**src/rtl/ccr_pkg.sv**
```systemverilog
package ccr_pkg;
   // update field layout
   localparam int VM_LSB   = 0;
   localparam int VM_W     = 2;
   localparam int FLT_LSB  = 2;
   localparam int FLT_W    = 3;
   localparam int LNK_LSB  = 5;
   localparam int LNK_W    = 4;
   localparam int UPD_W    = VM_W + FLT_W + LNK_W;
   localparam int CC_W     = 4;

   // minus/value codes
   localparam logic [1:0] VM_KEEP = 2'd0;
   localparam logic [1:0] VM_ALU  = 2'd1;
   localparam logic [1:0] VM_RES  = 2'd2;
   localparam logic [1:0] VM_W16  = 2'd3;

   // fault codes (bit 2 set clears)
   localparam logic [2:0] FT_RES  = 3'd0;
   localparam logic [2:0] FT_SET  = 3'd1;
   localparam logic [2:0] FT_KEEP = 3'd2;
   localparam logic [2:0] FT_OVF  = 3'd3;

   typedef struct packed {
      logic link;
      logic fault;
      logic minus;
      logic value;
   } ccr_t;
endpackage

```
**src/rtl/ccr_vm_sel.sv**
```systemverilog
module ccr_vm_sel
   import ccr_pkg::*;
(
   input  logic [1:0] code,
   input  logic       old_minus,
   input  logic       old_value,
   input  logic       fl_zero,
   input  logic       fl_sign,
   input  logic       fl_zero16,
   input  logic       fl_sign16,
   input  logic       res7,
   input  logic       res6,
   output logic       nxt_minus,
   output logic       nxt_value
);
   always_comb begin
      unique case (code)
         VM_KEEP: begin nxt_minus = old_minus; nxt_value = old_value; end
         VM_ALU:  begin nxt_minus = fl_sign;   nxt_value = fl_zero;   end
         VM_RES:  begin nxt_minus = res7;      nxt_value = res6;      end
         default: begin nxt_minus = fl_sign16; nxt_value = fl_zero16; end
      endcase
   end
endmodule

```
**src/rtl/ccr_fault_sel.sv**
```systemverilog
module ccr_fault_sel
   import ccr_pkg::*;
(
   input  logic [2:0] code,
   input  logic       old_fault,
   input  logic       res5,
   input  logic       fl_ovf,
   output logic       nxt_fault
);
   logic sel_out;
   always_comb begin
      unique case (code[1:0])
         FT_RES[1:0]:  sel_out = res5;
         FT_SET[1:0]:  sel_out = 1'b1;
         FT_KEEP[1:0]: sel_out = old_fault;
         default:      sel_out = fl_ovf;
      endcase
      // top code bit disables the selector, forcing zero
      nxt_fault = sel_out & ~code[2];
   end
endmodule

```
**src/rtl/ccr_link_sel.sv**
```systemverilog
module ccr_link_sel
   import ccr_pkg::*;
#(
   parameter int SEL_W = 3
) (
   input  logic [SEL_W:0] code,
   input  logic           old_link,
   input  logic           fl_carry,
   input  logic           res4,
   input  logic           sh_ram7,
   input  logic           sh_ram0,
   input  logic           sh_q0,
   output logic           nxt_link
);
   localparam int NCAND = 1 << SEL_W;

   logic [NCAND-1:0] cand;
   logic [SEL_W-1:0] sel;
   logic             en;

   generate
      if (NCAND == 8) begin : g_std
         assign cand = {sh_q0, sh_ram0, sh_ram7, res4,
                        1'b1, fl_carry, ~old_link, old_link};
      end else begin : g_bad
         assign cand = '0;
      end
   endgenerate

   assign sel = code[SEL_W:1];
   assign en  = ~code[0];   // odd code disables the selector

   always_comb nxt_link = en & cand[sel];

   initial begin
      assert (SEL_W == 3)
         else $error("ccr_link_sel: SEL_W must be 3");
   end
endmodule

```
**src/rtl/ccr_unit.sv**
```systemverilog
module ccr_unit
   import ccr_pkg::*;
#(
   parameter int SENSE_W = 4,
   localparam int RD_W   = CC_W + SENSE_W
) (
   input  logic               clk,
   input  logic               rst_n,
   input  logic               ccr_ld,
   input  logic [UPD_W-1:0]   upd_fld,
   input  logic               fl_carry,
   input  logic               fl_ovf,
   input  logic               fl_zero,
   input  logic               fl_sign,
   input  logic               fl_zero16,
   input  logic               fl_sign16,
   input  logic [3:0]         res_hi,
   input  logic               sh_ram7,
   input  logic               sh_ram0,
   input  logic               sh_q0,
   input  logic [SENSE_W-1:0] sense,
   output logic [CC_W-1:0]    ccr_q,
   output logic [RD_W-1:0]    rd_byte
);
   ccr_t cc_r, cc_n;

   ccr_vm_sel u_vm (
      .code      (upd_fld[VM_LSB +: VM_W]),
      .old_minus (cc_r.minus),
      .old_value (cc_r.value),
      .fl_zero   (fl_zero),
      .fl_sign   (fl_sign),
      .fl_zero16 (fl_zero16),
      .fl_sign16 (fl_sign16),
      .res7      (res_hi[3]),
      .res6      (res_hi[2]),
      .nxt_minus (cc_n.minus),
      .nxt_value (cc_n.value)
   );

   ccr_fault_sel u_flt (
      .code      (upd_fld[FLT_LSB +: FLT_W]),
      .old_fault (cc_r.fault),
      .res5      (res_hi[1]),
      .fl_ovf    (fl_ovf),
      .nxt_fault (cc_n.fault)
   );

   ccr_link_sel #(.SEL_W(LNK_W-1)) u_lnk (
      .code      (upd_fld[LNK_LSB +: LNK_W]),
      .old_link  (cc_r.link),
      .fl_carry  (fl_carry),
      .res4      (res_hi[0]),
      .sh_ram7   (sh_ram7),
      .sh_ram0   (sh_ram0),
      .sh_q0     (sh_q0),
      .nxt_link  (cc_n.link)
   );

   always_ff @(posedge clk or negedge rst_n) begin
      if (!rst_n)      cc_r <= '0;
      else if (ccr_ld) cc_r <= cc_n;
   end

   assign ccr_q   = cc_r;
   assign rd_byte = {cc_r, sense};

   initial begin
      assert (SENSE_W >= 1)
         else $error("ccr_unit: SENSE_W must be at least 1");
   end

   // no strobe, no change
   assert_hold_R2: assert property (@(posedge clk) disable iff (!rst_n)
      !ccr_ld |=> $stable(ccr_q));

   // keep code leaves minus/value alone
   assert_vm_keep_R3: assert property (@(posedge clk) disable iff (!rst_n)
      (ccr_ld && upd_fld[1:0] == VM_KEEP) |=> ccr_q[1:0] == $past(ccr_q[1:0]));

   // set code forces fault high
   assert_fault_set_R4: assert property (@(posedge clk) disable iff (!rst_n)
      (ccr_ld && upd_fld[4:2] == FT_SET) |=> ccr_q[2]);

   // high fault codes clear
   assert_fault_clr_R5: assert property (@(posedge clk) disable iff (!rst_n)
      (ccr_ld && upd_fld[4]) |=> !ccr_q[2]);

   // invert code flips link
   assert_link_inv_R6: assert property (@(posedge clk) disable iff (!rst_n)
      (ccr_ld && upd_fld[8:5] == 4'd2) |=> ccr_q[3] != $past(ccr_q[3]));

   // odd link code clears
   assert_link_clr_R7: assert property (@(posedge clk) disable iff (!rst_n)
      (ccr_ld && upd_fld[5]) |=> !ccr_q[3]);
endmodule

```
**config.mk**
```make
export PLATFORM = sky130hd
export DESIGN_NAME = ccr_unit
export DESIGN_NICKNAME = d
export VERILOG_FILES = /design/src/rtl/ccr_pkg.sv /design/src/rtl/ccr_vm_sel.sv /design/src/rtl/ccr_fault_sel.sv /design/src/rtl/ccr_link_sel.sv /design/src/rtl/ccr_unit.sv
export SDC_FILE = /design/constraint.sdc
export NUM_CORES = 1
export LEC_CHECK = 0
export CAP_MARGIN = 15
export CELL_PAD_IN_SITES_DETAIL_PLACEMENT = 1
export CELL_PAD_IN_SITES_GLOBAL_PLACEMENT = 2
export CORE_ASPECT_RATIO = 1.4
export CORE_MARGIN = 5
export CORE_UTILIZATION = 13
export CTS_CLUSTER_DIAMETER = 50
export DETAILED_ROUTE_END_ITERATION = 12
export GPL_TIMING_DRIVEN = 0
export PLACE_DENSITY_LB_ADDON = 0.1
export SYNTH_ARGS = -nofsm -noshare
export SYNTH_HDL_FRONTEND = slang
export SYNTH_SLANG_ARGS = --single-unit
```
**constraint.sdc**
```tcl
create_clock -name clk -period 1.7 [get_ports clk]
set_clock_uncertainty 0.05 [all_clocks]
set_input_delay 0.255 -clock clk [delete_from_list [all_inputs] [get_ports clk]]
set_output_delay 0.255 -clock clk [all_outputs]
set_load 0.02 [all_outputs]
```
# Yosys cells after proc, flatten, opt, wreduce, memory -nomap -nowiden
# Index checks and enable logic that the tools add are counted.
# word_totals
reg_bits,4
input_bits,29
# op_classes
n_lt_le_gt_ge,1
n_eq_ne,4
n_mux,5
n_bitwise,6
n_reduce_logical,3
# op_table
operator,n
case mux 1 bit (3 select lines),3
== test 2 x 1 -> 1 bit (second input constant),2
== test 2 bit (second input constant),2
logical NOT 2 bit,2
less-than comparator 3 x 4 -> 1 bit (second input constant),1
inverter 1 bit,4
binary-select mux 1 bit (select 3 bit),1
bitwise AND 1 bit,2
AND reduction 2 bit,1
two-way mux 1 bit,1

# Depth between registers and ports, before layout
# Gate-level depths: netlist of the first run.
# depth
word_depth,4
ltp_mapped,5
ltp_nobuf,5

# Hierarchy
# Synthesis of the first run repeated with hierarchy kept, for this count alone.
# unflattened
hier_cells,28
area_unflattened_um2,346.6
# by_module_without_submodules
mod,instances,cells_each,area_each_um2
ccr_unit,1,16,205.2
ccr_link_sel,1,6,58.8
ccr_vm_sel,1,2,52.6
ccr_fault_sel,1,4,30.0

# Worst setup path before layout of the first run
# OpenSTA, ideal clock, no wires.
# synth_timing
path_kind,in2reg
from,input port upd_fld[6]
to,"register cc_r, in the netlist ccr_q[3]"
setup_time_ns,0.126
arrival_ns,1.127
t_required_ns,1.524
path_slack_ns,0.397
stages,3
path_cell_list,mux4_2 -> and4b_1 -> a221o_1
# synth_via
elab_chain_len,3
# synth_lines
item,line,rtl
"start, declared",ccr_unit.sv:10,"input logic [UPD_W-1:0] upd_fld,"
binary-select mux 1 bit (select 3 bit),ccr_link_sel.sv:33,always_comb nxt_link = en & cand[sel];
two-way mux 1 bit (not written as such),ccr_link_sel.sv:33,
bitwise AND 1 bit,ccr_link_sel.sv:33,
"end signal, assigned",ccr_unit.sv:62,else if (ccr_ld) cc_r <= cc_n;
"end, declared",ccr_unit.sv:25,"ccr_t cc_r, cc_n;"
# No other way between the ends. The select of a mux whose other input is x is not followed.
# A chain may end at the register's enable or synchronous reset.

# Worst setup path after layout of the first run
# layout_timing
from,"register cc_r, in the netlist ccr_q[3]"
to,output port ccr_q[3]
# layout_lines
item,line,rtl
"end, declared",ccr_unit.sv:22,"output logic [CC_W-1:0] ccr_q,"
# No word-level cell between the ends.

==> qor.csv, run 1 <==
metric,value,unit
vias per cell,3.85,
area grow syn2layout,112,%
R2R Setup Slk,0.36,ns
Initial Util,13.8,%
DRC errors left,0,
syn nets,75,
Multi-input gate area,195,µm²
WL final,1360,µm
first-pass GRT wire length,2160,µm
IO Port Bufs,36,
Yosys top cell area share,25.0,%
Post-Syn Instances,43,
worst-margin pin slew,0.350,ns
CTS tree,done,
H-Tree Depth,1,
most frequent cells in the layout,"35 x clkdlybuf4s50_1, 12 x buf_4, 4 x inv_1, 4 x dfrtp_1",
status,finished clean,
synth warn,0,
Overall Global Routing Usage,6.60,%
DRT Pass-1 Iters,2,
"Max FO, Critical Path",4,
CP required,1.39,ns
1st-iter DRT viols,8,
global route overflow,0,
worst skew pair latency,0.21,ns
"Setup violations, final",0,
# clock sinks,4,
Fillers,349,
die height,75.7,µm
max reg flops,4,
Core ar.,0.00291,mm²
Vias,458,
Worst setup EP type,primary output,
TritonCTS buffer count,3,
post-synthesis sequential area ratio,25.0,%
Area contributors post-synth,"dfrtp_1 25%, buf_4 22%, ha_1 9.4%",
max-slew violations,0,
n_diodes,0,
RSZ-0062 raised after global routing,false,
Final nets,116,
Final Wtd Congestion,0.701,
number of setup buffers added after CTS,0,
die area,0.00431,mm²
Pwr Density,674,mW/mm²
Post-DP HPWL,1270,µm
setup tns final,0,ns
drt wl/cell,11.4,µm
"FF+latch count, synth",4,
placed cell area,807,µm²
register area,100,µm²
largest net degree at the start of global routing,6,
Max-slew headroom,76.1,%
number of antenna violations at the first check in global routing,0,
"Cell Area, Synth",400,µm²
Pleak,0.376,nW
proportion of layout cells with a drive suffix above 1,20.7,%
clock input transition at the sequential cells of the worst setup and hold paths,0.03,ns
Worst EP arrival,1.30,ns
"most common cell after layout, fill and taps aside",clkdlybuf4s50_1,
final instance area,847,µm²
Avg Inst Size Synth,9.31,µm²
die extent in x,56.9,µm
achievable frequency,623,MHz
Root Buffer,clkbuf_8,
vias in the first global route,539,
"Hold Vio Cnt, Final",0,
post-route minimum period,1.61,ns
critical path class,register to primary output,
period utilisation layout,94.5,%
Tot Pwr,0.571,mW
Hold Crit Class,input pin to asynchronous set/reset pin,
Worst VDD drop,0.195,mV
# IOs,41,
CTS Buffer Depth,2,
cell taking the most area after synthesis,dfrtp_1,
Antenna Nets Post-Route,0,
FP Rows,23,
total of max-cap violations,0,
startpoint types,register,
unique cell type count in the Yosys netlist,18,
logic make-up (layout without fill, tap and decap cells):
| kind of cell | after synthesis | count (layout) | share of synthesized area (%) |
|---|---|---|---|
| multiplexers | 1 | 1 | 5.62 |
| buffers and inverters | 16 | 55 | 26.2 |
| flip-flops | 4 | 4 | 25.0 |
| adder cells (fa/ha/maj) | 3 | 3 | 9.38 |
| AO/OA/AOI/OAI | 12 | 12 | 23.4 |
| AND/OR/NAND/NOR | 7 | 7 | 10.3 |
synth_stat cells:
master     count
and4b_1        1
buf_4         12
a221o_1        1
a311o_1        1
a21oi_1        2
nor2b_1        1
a2111oi_0      1
inv_1          4
ha_1           3
dfrtp_1        4
nor3_1         1
a211oi_1       2
a21o_1         2
a211o_2        1
nor2_1         2
a22oi_1        2
mux4_2         1
nand2b_1       2
per-stage QoR:
| stage | util, % | instances | hold WS, ns | setup slack, ns |
|---|---|---|---|---|
| final | 29.1 | 119 | 0.198 | 0.0941 |
| after global routing | 29.1 | 119 | 0.216 | 0.0286 |
| after CTS | 29.1 | 119 | 0.202 | 0.0702 |
| after detailed placement | 27.8 | 116 | 0.429 | -0.243 |
| after global placement | 27.8 | 116 | 0.428 | -0.246 |
| after floorplan | - | 43 | -0.0906 | 0.397 |
routing by layer:
layer	share of wire [%]	track usage, %	vias up
li1	-	-	222
met3	8.9	2.71	0
met5	0	0	-
met1	32	5.18	215
met2	59	13.7	21
met4	0	3.09	0
layout make-up:
cell class                      instances  area share [%]
Buffer                                 12            10.6
Clock buffer                            3            4.87
Inverter                                4            1.77
Multi-Input combinational cell         23            23.0
Sequential cell                         4            11.8
Tap cell                               37            5.47
Timing Repair Buffer                   36            42.4
critical path, cell delays in order, from the launching register on:
cell and delay (ns):
dfrtp_1 0.37, buf_4 0.12, clkdlybuf4s50_1 0.59
report_power, final:
group          total, mW  internal (mW)  leakage [nW]  switching, mW
Combinational      0.255          0.162         0.305         0.0933
Sequential         0.121          0.109        0.0496         0.0114
Clock              0.195          0.151        0.0216         0.0447
what timing repair did:
| action | in CTS | in global routing |
|---|---|---|
| endpoints found under the setup margin | 1 | 0 |
| hold buffers | 0 | 0 |
| resized for setup | 1 | 0 |
final timing paths:
path | start | cells after the start | endpoint
worst max-delay path | ccr_q[3] | 2 | ccr_q[3]
worst min-delay path | rst_n | 1 | ccr_q[3]
worst max register to register | ccr_q[3] | 3 | ccr_q[3]
worst min register to register | ccr_q[0] | 1 | ccr_q[0]
max in group asynchronous | rst_n | 1 | ccr_q[2]
min in group clk | ccr_q[0] | 1 | ccr_q[0]
Note: power is estimated with default switching activity, not from simulation.
==> inputs of run 2 (changes only) <==
Settings changed: TNS_END_PERCENT from default to 10.
==> results of run 2 <==
No change in the layout: final DEF, timing and power equal those of run 1.
==> inputs of run 3 (changes only) <==
Settings changed: CORE_UTILIZATION 13 to 12, GPL_TIMING_DRIVEN 0 to default.
Clock period 1.7 ns to 1.4 ns, I/O delays scaled along.
==> run 3 against run 2 <==
Compared with the run above: worst setup slack got worse by 0.029 ns; non-clock buffer count shrank 13; critical path depth is 4 higher; sequential power increased by 20%; via count fell by 8.3%; final cell count is 9.2% lower; global-route usage down 0.48 points; critical path type is now input pin to register.
==> qor.csv, run 3 (synthesis results as in run 1) <==
metric,value,unit,change
# IOs,41,,unchanged
Pwr Density,801,mW/mm²,+19%
max-slew violations,0,,unchanged
startpoint types,input pin,,
Switching Power,0.172,mW,+15%
WL final,1320,µm,-3.1%
vias in the first global route,483,,-10%
Initial Util,12.6,%,-1.2 points
proportion of layout cells with a drive suffix above 1,23.2,%,+2.5 points
largest net degree at the start of global routing,5,,-1
Int Pwr,0.443,mW,+4.9%
die extent in x,58.8,µm,+3.4%
Hold Crit Class,input pin to asynchronous set/reset pin,,
# clock sinks,4,,unchanged
worst-margin pin slew,0.369,ns,+0.0190 ns
number of antenna violations at the first check in global routing,0,,unchanged
"most common cell after layout, fill and taps aside",clkdlybuf4s50_1,,
clock input transition at the sequential cells of the worst setup and hold paths,0.03,ns,about the same
"Max FO, Critical Path",2,,-2
critical path class,input pin to register,,
Worst EP arrival,1.39,ns,+0.09 ns
peak per-stage delay on the critical path,0.49,ns,-0.10 ns
DP Worst Slack,-0.449,ns,-0.206 ns
setup tns final,0,ns,unchanged
"Setup violations, final",0,,unchanged
CTS tree,done,,
worst skew pair latency,0.21,ns,about the same
Final nets,103,,-11%
Comb power frac,37.3,%,-7.3 points
Fillers,397,,+14%
vias per cell,3.89,,+1.0%
Worst setup EP type,register,,
total of max-cap violations,0,,unchanged
Core ar.,0.00318,mm²,+9.5%
sequential power share,23.6,%,+2.4 points
Final Wtd Congestion,0.629,,-10%
Worst VDD drop,0.449,mV,+130%
Post-DP HPWL,1160,µm,-8.3%
drt wl/cell,12.2,µm,+6.8%
CTS Buffer Depth,2,,unchanged
DRT Pass-1 Iters,2,,unchanged
RSZ-0062 raised after global routing,false,,
area grow syn2layout,91.6,%,
status,finished clean,,
post-route minimum period,1.33,ns,
Max-slew headroom,74.8,%,-1.3 points
achievable frequency,749,MHz,
period utilisation layout,95.3,%,
Overall Global Routing Usage,6.12,%,-0.48 points
IO Port Bufs,32,,-11%
H-Tree Depth,1,,unchanged
first-pass GRT wire length,2190,µm,+1.3%
crit path max-delay cell type,clkdlybuf4s50_1,,
max reg flops,4,,unchanged
n_diodes,0,,unchanged
DRC errors left,0,,unchanged
"Hold Vio Cnt, Final",0,,unchanged
1st-iter DRT viols,1,,-7
CP required,1.45,ns,+0.06 ns
number of setup buffers added after CTS,0,,unchanged
clock share of power,39.1,%,+4.9 points
global route overflow,0,,unchanged
switching share of total power,28.0,%,+1.8 points
die height,78.3,µm,+3.5%
TritonCTS buffer count,3,,unchanged
CP cell instances,clkdlybuf4s50_1 -> inv_2 -> ha_2 -> a22oi_2 -> a211oi_2 -> a21o_1,,
Pleak,0.349,nW,-7.4%
Vias,420,,-8.3%
most frequent cells in the layout,"17 x clkdlybuf4s50_1, 13 x dlygate4sd2_1, 4 x dfrtp_1",,
die area,0.00461,mm²,+7.0%
Tot Pwr,0.614,mW,+7.6%
Setup WS post-layout,0.0654,ns,-0.0287 ns
FP Rows,24,,+4.3%
Root Buffer,clkbuf_8,,
Antenna Nets Post-Route,0,,unchanged
==> run 3: changes by cell type in the layout (fill, tap and decap cells not counted), sizes merged <==
cell,before,now
clkdlybuf4s50,35,17
dlymetal6s2s,0,1
buf,12,3
clkdlybuf4s15,0,1
dlygate4sd2,1,13
==> run 3: through the flow <==
| stage | area [µm²] | util [%] | std cells | hold WS, ns |
|---|---|---|---|---|
| after floorplan | 400 | - | 43 | -0.136 |
| after global placement | 702 | 22.1 | 105 | 0.370 |
| after detailed placement | 702 | 22.1 | 105 | 0.370 |
| after CTS | 738 | 23.2 | 108 | 0.155 |
| after global routing | 767 | 24.1 | 108 | 0.172 |
| final | 767 | 24.1 | 108 | 0.154 |
==> run 3: what timing repair did <==
action / in CTS / in global routing
gates resized for setup: 15 / 9
hold endpoints to repair: 0 / 0
hold buffers: 0 / 0
setup endpoints to repair: 10 / 3
pin swaps: 0 / 1
==> run 3: power by group through the flow <==
stage	Combinational, mW	Clock, mW	Sequential (mW)
2_1_floorplan	0.155	0	0.144
3_3_place_gp	0.249	0	0.149
3_5_place_dp	0.248	0	0.150
4_1_cts	0.224	0.250	0.147
5_1_grt	0.247	0.257	0.149
6_report	0.229	0.240	0.145
==> run 3: layer usage <==
| layer | part of all wire (%) | vias to the layer above | global-route usage [%] |
|---|---|---|---|
| met5 | 0 | - | 0 |
| met4 | 1.8 | 0 | 2.72 |
| met3 | 11 | 8 | 3.28 |
| met2 | 54 | 22 | 10.8 |
| met1 | 34 | 191 | 5.60 |
| li1 | - | 199 | - |
==> run 3: worst paths after layout <==
check,start,end,slack [ns],cells past startpoint
worst max-delay path,upd_fld[1],ccr_q[1],0.07,6
worst min-delay path,rst_n,ccr_q[3],0.15,1
worst max register to register,ccr_q[3],ccr_q[3],0.07,3
worst min register to register,ccr_q[1],ccr_q[1],0.44,1
max in group asynchronous,rst_n,ccr_q[1],0.97,1
min in group clk,sense[0],rd_byte[0],0.37,0
==> run 3: critical path, delay by kind of cell <==
family,cells,cell delay [ns]
adder cells (fa/ha/maj),1,0.19
buffers and inverters,2,0.55
AO/OA/AOI/OAI,3,0.44
==> run 3: layout make-up <==
type	instances	area (µm²)	share of cell area, %
tap	39	48.8	6.36
sequential	4	100	13.1
timing repair buffer	35	329	42.9
inverter	4	15.0	1.96
multi-input combinational	23	233	30.3
clock buffer	3	41.3	5.38
